[src/rtl/twi_mem_pkg.sv]
package twi_mem_pkg;

    localparam int PAGE_BYTES = 16;
    localparam int PAGES      = 17;
    localparam int DEPTH      = PAGE_BYTES * PAGES;
    localparam int AW         = $clog2(DEPTH);
    localparam int OFF_W      = $clog2(PAGE_BYTES);

    typedef logic [AW-1:0] ptr_t;
    typedef logic [7:0]    byte_t;

    localparam logic [3:0] DEV_TYPE = 4'b1010;
    localparam ptr_t CFG_ADDR = ptr_t'(9'h087);
    localparam ptr_t RSV_LO   = ptr_t'(9'h088);
    localparam ptr_t RSV_HI   = ptr_t'(9'h08F);
    localparam int   GUARD_BIT = 7;
    localparam int   BANK_BIT  = 0;

    typedef enum logic [3:0] {
        PH_IDLE,
        PH_DEV,
        PH_ACK_DEV,
        PH_ADDR,
        PH_ACK_ADDR,
        PH_WDATA,
        PH_ACK_WR,
        PH_RDATA,
        PH_RACK
    } phase_e;

    function automatic logic is_rsvd(input ptr_t p);
        return (p >= RSV_LO) && (p <= RSV_HI);
    endfunction

    function automatic ptr_t map_ptr(input logic bank, input byte_t a);
        if (bank && (a[7:OFF_W] == '0))
            return ptr_t'(DEPTH - PAGE_BYTES) + ptr_t'(a[OFF_W-1:0]);
        return ptr_t'(a);
    endfunction

    function automatic ptr_t next_wr(input ptr_t p);
        logic [OFF_W-1:0] off;
        off = p[OFF_W-1:0] + 1'b1;
        return {p[AW-1:OFF_W], off};
    endfunction

    function automatic ptr_t next_rd(input ptr_t p);
        return (p == ptr_t'(DEPTH - 1)) ? '0 : p + 1'b1;
    endfunction

endpackage

[src/rtl/twi_line_sync.sv]
module twi_line_sync (
    input  logic clk,
    input  logic rst,
    input  logic scl_i,
    input  logic sda_i,
    output logic sda_s,
    output logic scl_rise,
    output logic scl_fall,
    output logic start_det,
    output logic stop_det
);
    localparam int LINES = 2;
    localparam int SCL = 0;
    localparam int SDA = 1;

    logic [LINES-1:0] raw, s1, s2, prev;
    assign raw = {sda_i, scl_i};

    for (genvar g = 0; g < LINES; g++) begin : g_sync
        always_ff @(posedge clk) begin
            if (rst) begin
                s1[g]   <= 1'b1;
                s2[g]   <= 1'b1;
                prev[g] <= 1'b1;
            end else begin
                s1[g]   <= raw[g];
                s2[g]   <= s1[g];
                prev[g] <= s2[g];
            end
        end
    end

    assign sda_s     = s2[SDA];
    assign scl_rise  = s2[SCL] & ~prev[SCL];
    assign scl_fall  = ~s2[SCL] & prev[SCL];
    assign start_det = s2[SCL] & prev[SCL] & prev[SDA] & ~s2[SDA];
    assign stop_det  = s2[SCL] & prev[SCL] & ~prev[SDA] & s2[SDA];
endmodule

[src/rtl/twi_byte_array.sv]
module twi_byte_array
    import twi_mem_pkg::*;
(
    input  logic  clk,
    input  logic  rst,
    input  logic  we,
    input  ptr_t  waddr,
    input  byte_t wdata,
    input  ptr_t  raddr,
    output byte_t rdata,
    output logic  bank
);
    byte_t mem [DEPTH];
    logic  guard;
    logic  accept;

    assign guard  = mem[CFG_ADDR][GUARD_BIT];
    assign bank   = mem[CFG_ADDR][BANK_BIT];
    assign accept = (waddr == CFG_ADDR) || (guard && !is_rsvd(waddr));
    assign rdata  = is_rsvd(raddr) ? 8'h00 : mem[raddr];

    always_ff @(posedge clk) begin
        if (rst) begin
            for (int i = 0; i < DEPTH; i++) mem[i] <= '0;
        end else if (we && accept) begin
            mem[waddr] <= wdata;
        end
    end

    // guard clear blocks every location except the config byte
    a_r5_locked_write_dropped: assert property (@(posedge clk) disable iff (rst)
        (we && !guard && waddr != CFG_ADDR) |=> mem[$past(waddr)] == $past(mem[waddr]));

    // reserved bytes never change
    a_r6_reserved_write_dropped: assert property (@(posedge clk) disable iff (rst)
        (we && is_rsvd(waddr)) |=> mem[$past(waddr)] == $past(mem[waddr]));
endmodule

[src/rtl/twi_proto_fsm.sv]
module twi_proto_fsm
    import twi_mem_pkg::*;
(
    input  logic       clk,
    input  logic       rst,
    input  logic       sda_s,
    input  logic       scl_rise,
    input  logic       scl_fall,
    input  logic       start_det,
    input  logic       stop_det,
    input  logic [2:0] strap,
    input  byte_t      rd_data,
    input  logic       bank,
    output logic       we,
    output ptr_t       ptr,
    output byte_t      wdata,
    output logic       sda_oe
);
    phase_e     phase;
    logic [3:0] cnt;
    byte_t      sh, tx;
    logic       rw, nack;
    logic       byte_end, dev_match;

    assign byte_end  = scl_fall && (cnt == 4'd8);
    assign dev_match = (sh[7:4] == DEV_TYPE) && (sh[3:1] == strap);
    assign we        = (phase == PH_WDATA) && byte_end && !start_det && !stop_det;
    assign wdata     = sh;
    assign sda_oe    = (phase == PH_ACK_DEV) || (phase == PH_ACK_ADDR) ||
                       (phase == PH_ACK_WR) || ((phase == PH_RDATA) && !tx[7]);

    always_ff @(posedge clk) begin
        if (rst) begin
            phase <= PH_IDLE;
            cnt   <= '0;
            sh    <= '0;
            tx    <= '0;
            ptr   <= '0;
            rw    <= 1'b0;
            nack  <= 1'b0;
        end else if (start_det) begin
            phase <= PH_DEV;
            cnt   <= '0;
        end else if (stop_det) begin
            phase <= PH_IDLE;
            cnt   <= '0;
        end else begin
            unique case (phase)
                PH_DEV, PH_ADDR, PH_WDATA: begin
                    if (scl_rise) begin
                        sh  <= {sh[6:0], sda_s};
                        cnt <= cnt + 1'b1;
                    end else if (byte_end) begin
                        cnt <= '0;
                        if (phase == PH_DEV) begin
                            if (dev_match) begin
                                rw    <= sh[0];
                                phase <= PH_ACK_DEV;
                            end else begin
                                phase <= PH_IDLE;
                            end
                        end else if (phase == PH_ADDR) begin
                            ptr   <= map_ptr(bank, sh);
                            phase <= PH_ACK_ADDR;
                        end else begin
                            ptr   <= next_wr(ptr);
                            phase <= PH_ACK_WR;
                        end
                    end
                end
                PH_ACK_DEV: begin
                    if (scl_fall) begin
                        if (rw) begin
                            tx    <= rd_data;
                            phase <= PH_RDATA;
                        end else begin
                            phase <= PH_ADDR;
                        end
                    end
                end
                PH_ACK_ADDR, PH_ACK_WR: begin
                    if (scl_fall) phase <= PH_WDATA;
                end
                PH_RDATA: begin
                    if (scl_rise) begin
                        cnt <= cnt + 1'b1;
                    end else if (byte_end) begin
                        cnt   <= '0;
                        ptr   <= next_rd(ptr);
                        phase <= PH_RACK;
                    end else if (scl_fall) begin
                        tx <= {tx[6:0], 1'b0};
                    end
                end
                PH_RACK: begin
                    if (scl_rise) begin
                        nack <= sda_s;
                    end else if (scl_fall) begin
                        if (nack) begin
                            phase <= PH_IDLE;
                        end else begin
                            tx    <= rd_data;
                            phase <= PH_RDATA;
                        end
                    end
                end
                default: ;
            endcase
        end
    end

    // STOP releases the data line on the next cycle
    a_r1_stop_release: assert property (@(posedge clk) disable iff (rst)
        stop_det |=> !sda_oe);

    // START re-arms device-byte reception from bit zero
    a_r1_start_rearm: assert property (@(posedge clk) disable iff (rst)
        start_det |=> (phase == PH_DEV) && (cnt == 4'd0));

    // a mismatched device byte never leads to driving SDA
    a_r2_mismatch_quiet: assert property (@(posedge clk) disable iff (rst)
        ((phase == PH_DEV) && byte_end && !dev_match && !start_det && !stop_det) |=> !sda_oe);

    // a written byte keeps the pointer on its page
    a_r7_write_stays_in_page: assert property (@(posedge clk) disable iff (rst)
        we |=> ptr[AW-1:OFF_W] == $past(ptr[AW-1:OFF_W]));

    // the pointer never leaves the array
    a_r8_ptr_in_range: assert property (@(posedge clk) disable iff (rst)
        ptr < ptr_t'(DEPTH));
endmodule

[src/rtl/twi_mem_slave.sv]
module twi_mem_slave
    import twi_mem_pkg::*;
(
    input  logic       clk,
    input  logic       rst,
    input  logic       scl_i,
    input  logic       sda_i,
    input  logic [2:0] strap_i,
    output logic       sda_oe_o
);
    logic  sda_s, scl_rise, scl_fall, start_det, stop_det;
    logic  we, bank;
    ptr_t  ptr;
    byte_t wdata, rdata;

    twi_line_sync u_sync (
        .clk       (clk),
        .rst       (rst),
        .scl_i     (scl_i),
        .sda_i     (sda_i),
        .sda_s     (sda_s),
        .scl_rise  (scl_rise),
        .scl_fall  (scl_fall),
        .start_det (start_det),
        .stop_det  (stop_det)
    );

    twi_proto_fsm u_fsm (
        .clk       (clk),
        .rst       (rst),
        .sda_s     (sda_s),
        .scl_rise  (scl_rise),
        .scl_fall  (scl_fall),
        .start_det (start_det),
        .stop_det  (stop_det),
        .strap     (strap_i),
        .rd_data   (rdata),
        .bank      (bank),
        .we        (we),
        .ptr       (ptr),
        .wdata     (wdata),
        .sda_oe    (sda_oe_o)
    );

    twi_byte_array u_array (
        .clk   (clk),
        .rst   (rst),
        .we    (we),
        .waddr (ptr),
        .wdata (wdata),
        .raddr (ptr),
        .rdata (rdata),
        .bank  (bank)
    );
endmodule

[config.mk]
export PLATFORM = sky130hd
export DESIGN_NAME = twi_mem_slave
export DESIGN_NICKNAME = d
export VERILOG_FILES = /design/src/rtl/twi_mem_pkg.sv /design/src/rtl/twi_line_sync.sv /design/src/rtl/twi_byte_array.sv /design/src/rtl/twi_proto_fsm.sv /design/src/rtl/twi_mem_slave.sv
export SDC_FILE = /design/constraint.sdc
export NUM_CORES = 2
export LEC_CHECK = 0
export BUFFER_PORTS_ARGS = -buffer_cell sky130_fd_sc_hd__clkbuf_2
export CORE_AREA = 5 5 664 666
export CTS_CLUSTER_SIZE = 24
export DETAILED_ROUTE_END_ITERATION = 8
export DIE_AREA = 0 0 669 671
export GPL_TIMING_DRIVEN = 1
export SLEW_MARGIN = 20
export SYNTH_ARGS = -nofsm -noshare
export SYNTH_HDL_FRONTEND = slang
export SYNTH_SLANG_ARGS = --single-unit
export TNS_END_PERCENT = 10
[constraint.sdc]
create_clock -name clk -period 11 [get_ports clk]
set_clock_uncertainty 0.2 [all_clocks]
set_input_delay 2.2 -clock clk [delete_from_list [all_inputs] [get_ports clk]]
set_output_delay 2.2 -clock clk [all_outputs]
set_load 0.03 [all_outputs]
Word-level counts from Yosys, hierarchy flattened
Memory sizes are Yosys's and may differ from the RTL's.
Cells that the tools add are included.

storage, ports and cells
  bits of input ports = 7
  memories kept = 1
  latch bits = 0
  logic and storage cells = 164
  output and inout port bits = 1
  register bits after elaboration = 41
  RAM bits = 2176
  bits in read-only memories = 0

operators by class
  $add $sub $neg = 4
  reduce and logical (&&, ||, !) cells = 38
  multiplexer cells = 55
  equality and inequality tests = 35
  divide/modulo/power cells = 0
  shift-type cells = 0
  multipliers = 0
  magnitude comparators = 2
  bitwise logic cells = 14

memories
  memory       depth  bits a word  read ports  clocked after Yosys merged registers in  write ports  RTL line              RTL
  u_array.mem  272    8            2           0                                        272          twi_byte_array.sv:13  byte_t mem [DEPTH];

operators with widths
  kind                                                               number
  2-to-1 mux 9 bit                                                   10
  2-to-1 mux 8 bit                                                   10
  2-to-1 mux 4 bit                                                   11
  AND reduction 9 bit                                                3
  case mux 8 bit (3 select lines)                                    1
  != test 4 x 1 -> 1 bit, second input constant                      5
  case mux 4 bit (5 select lines)                                    1
  case mux 9 bit (2 select lines)                                    1
  2-to-1 mux 1 bit                                                   17
  equality test 4 x 3 -> 1 bit, second input constant                4
  != test 2 x 1 -> 1 bit, second input constant                      8
  equality test 4 bit, second input constant                         3
  != test 2 bit, second input constant                               6
  != test 4 x 2 -> 1 bit, second input constant                      3
  AND reduction 11 bit                                               1
  logical AND 1 bit                                                  10
  adder 9 x 1 -> 9 bit, second input constant                        1
  adder 9 x 4 -> 9 bit, first input constant                         1
  equality test 9 x 8 -> 1 bit, second input constant                1
  equality test 9 bit, second input constant                         1
  greater-or-equal comparator 9 x 8 -> 1 bit, second input constant  1
  <= comparator 9 x 8 -> 1 bit, second input constant                1
  adder 4 x 1 -> 4 bit, second input constant                        2
  equality test 4 x 2 -> 1 bit, second input constant                2
  21 further kinds                                                   44

Logic depth before layout (Yosys ltp)
  word-level depth = 17
  mapped depth = 15

Hierarchy
Synthesis repeated with hierarchy kept, for this count alone.

unflattened totals
  cells, all modules = 10415
  area total of the unflattened synthesis = 178446.1 µm²

modules (own cells, without submodules)
  module          cells an instance  instances  seq. area each (µm²)  area an instance (µm²)
  twi_byte_array  10135              1          122998.0              176077.6
  twi_proto_fsm   264                1          700.7                 2178.3
  twi_line_sync   16                 1          120.1                 190.2

Worst setup path before layout
Ideal clock, no wire load.

  path type = input to register
  from = in rst
  to = mem u_array.mem[365][0] (netlist name) (enable)
  data required time = 10.430 ns
  stages on the path = 10
  library setup time = 0.370 ns
  data arrival time = 4.290 ns
  path slack = 6.140 ns
  cells stage by stage = a31o_2 > or4_1 > buf_2 > a21oi_4 > and2_1 > buf_2 > nand2_2 > buf_2 > buf_2 > nor2_1

RTL lines
  item                RTL line              RTL
  start: declaration  twi_mem_slave.sv:5    input logic rst,
  end: declaration    twi_byte_array.sv:13

Worst setup path after layout
  from = reg u_fsm.ptr[3]
  to = reg u_fsm.tx[3]

on the way
  longest elaborated chain between the ends = 7
  elaborated cells between the ends (all ways) = 11
  classes of those cells = order compare (2); mux (7); reduce/logical (1); memory (1)

RTL lines
  item                                                               RTL line              RTL
  start: declaration                                                 twi_proto_fsm.sv:15   output ptr_t ptr,
  start signal: assignment                                           twi_proto_fsm.sv:63   ptr <= map_ptr(bank, sh);
  start signal: assignment                                           twi_proto_fsm.sv:66   ptr <= next_wr(ptr);
  start signal: assignment                                           twi_proto_fsm.sv:89   ptr <= next_rd(ptr);
  branches (longest 2 deep; another with memory read (272 x 8 bit))  -
  2-to-1 mux 8 bit (*)                                               twi_byte_array.sv:20  assign rdata = is_rsvd(raddr) ? 8'h00 : mem[raddr];
  2-to-1 mux 8 bit                                                   twi_proto_fsm.sv:99   if (nack) begin
  2-to-1 mux 8 bit                                                   twi_proto_fsm.sv:98   end else if (scl_fall) begin
  2-to-1 mux 8 bit                                                   twi_proto_fsm.sv:96   if (scl_rise) begin
  case mux 8 bit (3 select lines) (*)                                twi_proto_fsm.sv:48   unique case (phase)
  end signal: assignment                                             twi_proto_fsm.sv:74   tx <= rd_data;
  end signal: assignment                                             twi_proto_fsm.sv:92   tx <= {tx[6:0], 1'b0};
  end signal: assignment                                             twi_proto_fsm.sv:102  tx <= rd_data;
  end: declaration                                                   twi_proto_fsm.sv:21   byte_t sh, tx;

Every way passes the cells marked *. The select of a mux whose other input is x is not followed.
A chain may end at the register's enable or synchronous reset.

==> results.md <==
* Status: finished, final reports clean
* Hold Path Class: reg -> reg
* CP Cell Sequence: buf_4, buf_4, buf_4, nor2b_2, nand2_1, o22a_1, nand4_1, o31ai_1, a21oi_1, a21oi_1, o32ai_1
* Worst-Skew Late Latency at 1.01 ns
* Cell area after synthesis at ~0.17 mm²
* Hold Startpoint: u_sync.s1[0]
* Slew Limit Headroom at 0.155
* Area grow syn2layout at 10.9%
* Count of final setup violators at 0
* Chip height at 671 µm
* CTS tree: done
* Finished Cell Area at 0.192 mm²
* Final nets at a little over 10000
* Unrepaired setup endpoints after global routing: no
* P_leak at approximately 60 nW
* Post-detail-place hpwl at 345000 µm
* Critical-path top delay cell: nand2_1
* Most used DFF post-synth: edfxtp_1
* Clk buf depth at 4
* Peak Freq at roughly 150 MHz
* Crit path launch: u_fsm.ptr[3]
* Gates resized, CTS repair at 0
* CTS root buf: clkbuf_16
* Placed Area at between 0.15 and 0.2 mm²
* Ys Warns at 0
* Pin count of the biggest net entering global routing at between 150 and 200
* Placement Setup Slack at ~4.1 ns
* Setup CP Type: reg -> reg
* Vias per cell at 6.23
* Total gr overflow at 0
* Ys async rst share at 0
* Final Cycle Share at 0.587
* Initial antenna violation count at 44
* Worst Path Buf+Inv at 3
* Filler cells at 37500
* Max incr delay on CP at 0.91 ns
* Sink Count at a little over 4000
* Syn avg cell area at about 17 µm²
* GRT Resource Usage Total at 0.248
* Cts hold-fix bufs at 0
* Reg clk slew, reported paths at ~0.070 ns
* Crit path time final at 6.46 ns
* Tot Pwr at between 30 and 40 mW
* Final Max Slew Viols at 0
* CTS H-tree lvls at 5
* Number of synthesized flops with an enable pin at 4096
* Fin. Hold Viols at 0
* Wire per inst at 34.6 µm
* CP max FO at 24
* Synth unique cells at 88
* GP Congestion at between 0.8 and 0.9
* Setup WS post-layout at between 4 and 5 ns
* Crit end category: register
* Reg-to-Reg Start: u_fsm.ptr[3]
* Setup TNS at 0 ns
* Sequential fraction of the synthesis area at 0.716
* Die W at about 670 µm
* # port buffers at 7
* Sequential cell area at about 0.12 mm²
* Cell count after synthesis at about 10000
* Worst Max-Slew Pin Slew at 1.27 ns
* DRC violations left at 0
* Router iterations before antenna repair at 7
* Total die area at around 0.45 mm²
* Row count at approximately 240
* Arrival time at the worst endpoint at roughly 7 ns
* Num CTS Buffers at 422
* Post-DRT Antenna Nets at 0
* Core Area at between 0.4 and 0.5 mm²
* Drt total wl at 568000 µm
* PwrDens at 168 mW/mm²
* Vias in the first global route at ~99000
* First DRT Iteration DRCs at 16300
* CP startpoint kind: register
* Flops & latches, synth at between 4000 and 5000
* Max_cap viols at 0
* Multi-input gate area at 0.0449 mm²
* Req. time, crit path at around 12 ns
* Layout cells sized above 1 at 0.175
* Cell mode on critical path: buf_4
* Top delay family on crit path: compound AO/OA/AOI/OAI gates
* Vias at between 100k and 150k
* Post-CTS setup buffer count at 0
* Worst VDD drop at 0.000150 V
* I/O Pins at 8
* First-pass GRT wire length at about 790000 µm
* Initial core utilization at 0.399
-- registers in the layout, indices dropped and copies added (netlist names) --
signal,cells
u_array.mem,4096
u_fsm.ptr,9
u_fsm.tx,8
u_fsm.wdata,8
u_fsm.cnt,4
u_fsm.phase,4
u_sync.prev,2
u_sync.s1,2
u_fsm.nack,1
u_fsm.rw,1
u_sync.s2,1
u_sync.sda_s,1
-- path summary, 6_finish.rpt --
kind / slack (ns) / to / cells past startpoint
setup / recovery: 4.54 / u_fsm.tx[3] / 11
hold / removal: 0.23 / u_sync.s2[0] / 1
setup reg to reg: 4.54 / u_fsm.tx[3] / 11
hold reg to reg: 0.23 / u_sync.s2[0] / 1
-- worst register-to-register path, cell delays in order (launching register included) --
cell and delay (ns):
dfxtp_4 0.68, buf_4 0.54, buf_4 0.54, buf_4 0.63, nor2b_2 0.35, nand2_1 0.92, o22a_1 0.29, nand4_1 0.49
o31ai_1 0.85, a21oi_1 0.37, a21oi_1 0.31, o32ai_1 0.12
-- routing by layer --
metal / share of wire / GRT usage
met2: 0.46 / 0.375
met4: 0.056 / 0.121
met5: 0.00027 / 0
met3: 0.13 / 0.0723
met1: 0.36 / 0.328
-- cell usage after synthesis (9+ instances only) --
| library cell | count | area, µm² |
|---|---|---|
| nor2_1 | 2489 | 9340 |
| mux4_2 | 880 | 19800 |
| a211oi_1 | 24 | 180 |
| clkbuf_1 | 458 | 1720 |
| edfxtp_1 | 4096 | 123000 |
| nor4_1 | 21 | 131 |
| o211ai_1 | 32 | 240 |
| buf_12 | 10 | 200 |
| buf_1 | 12 | 45.0 |
| o21bai_1 | 10 | 75.1 |
| inv_1 | 11 | 41.3 |
| o21ai_0 | 59 | 295 |
| a2111oi_0 | 9 | 78.8 |
| o22ai_1 | 65 | 407 |
| mux4_1 | 67 | 1760 |
| mux2i_1 | 287 | 2870 |
| a21oi_1 | 107 | 536 |
| buf_2 | 245 | 1230 |
| a32oi_1 | 10 | 87.6 |
| nand3_1 | 78 | 390 |
| buf_6 | 73 | 822 |
| nand4_1 | 23 | 144 |
| nand2_1 | 398 | 1490 |
| nand2_2 | 12 | 75.1 |
| nor2b_1 | 21 | 131 |
| and3_1 | 15 | 93.8 |
| a21o_1 | 258 | 1940 |
| a31oi_1 | 36 | 225 |
| or2_2 | 12 | 75.1 |
| nand2b_1 | 18 | 113 |
| o221ai_1 | 11 | 96.3 |
| dfxtp_1 | 41 | 821 |
| nor3_1 | 38 | 190 |
| buf_4 | 101 | 758 |
| a22o_1 | 24 | 210 |
| a221oi_1 | 47 | 412 |
| a22oi_1 | 204 | 1530 |
| mux2_2 | 15 | 169 |
| and2_1 | 20 | 125 |
-- cells by family (layout without fill, tap and decap cells) --
| family | after synthesis | in the layout | synth area share |
|---|---|---|---|
| flip-flops | 4137 | 4137 | 0.716 |
| AND/OR/NAND/NOR | 3186 | 3186 | 0.0729 |
| multiplexers | 1249 | 1249 | 0.142 |
| AO/OA/AOI/OAI | 960 | 960 | 0.0400 |
| buffers and inverters | 923 | 1053 | 0.0285 |
| adder cells (fa/ha/maj) | 6 | 6 | 0.000434 |
| XOR/XNOR | 4 | 4 | 0.000203 |
| other | 1 | 83 | 0.0000217 |
-- through the flow --
step | utilization | cells | hold WS (ns)
finish | 0.443 | 16400 | 0.227
floorplan | - | 10500 | 0.189
CTS | 0.442 | 16400 | 0.221
detailed placement | 0.411 | 15600 | 0.207
global route | 0.442 | 16400 | 0.248
global placement | 0.411 | 15600 | 0.213
-- cell type report --
cell class,count,area share
well taps,5734,0.0374
diodes,43,0.000561
inverters,13,0.000306
multi-input cells,5445,0.234
flip-flops and latches,4137,0.645
repair buffers,259,0.0116
clock inverters,263,0.0133
clock buffers,518,0.0576
-- layout by cell type (no fill, tap or decap), drive strengths merged, types with 23 or more instances in the layout --
| master | synthesis | layout |
|---|---|---|
| a21o | 258 | 258 |
| nand3 | 78 | 78 |
| bufinv | 0 | 44 |
| a221oi | 50 | 50 |
| nor2 | 2496 | 2496 |
| a211oi | 24 | 24 |
| nand4 | 23 | 23 |
| edfxtp | 4096 | 4096 |
| o21ai | 59 | 59 |
| nor3 | 38 | 38 |
| buf | 443 | 253 |
| diode | 0 | 43 |
| o211ai | 32 | 32 |
| clkbuf | 465 | 524 |
| a22oi | 204 | 204 |
| mux4 | 947 | 947 |
| clkinv | 0 | 200 |
| nand2 | 410 | 410 |
| o22ai | 65 | 65 |
| dfxtp | 41 | 41 |
| conb | 1 | 40 |
| a22o | 24 | 24 |
| mux2i | 287 | 287 |
| a31oi | 36 | 36 |
| inv | 13 | 27 |
| a21oi | 108 | 108 |
-- report_power, final --
| part | switching, mW | leakage (nW) | internal [mW] |
|---|---|---|---|
| clock | 6.18 | 6.67 | 8.16 |
| sequential | 0.0778 | 40.6 | 17.4 |
| combinational | 0.318 | 12.8 | 0.135 |
Power figures use the tool's default switching activity.
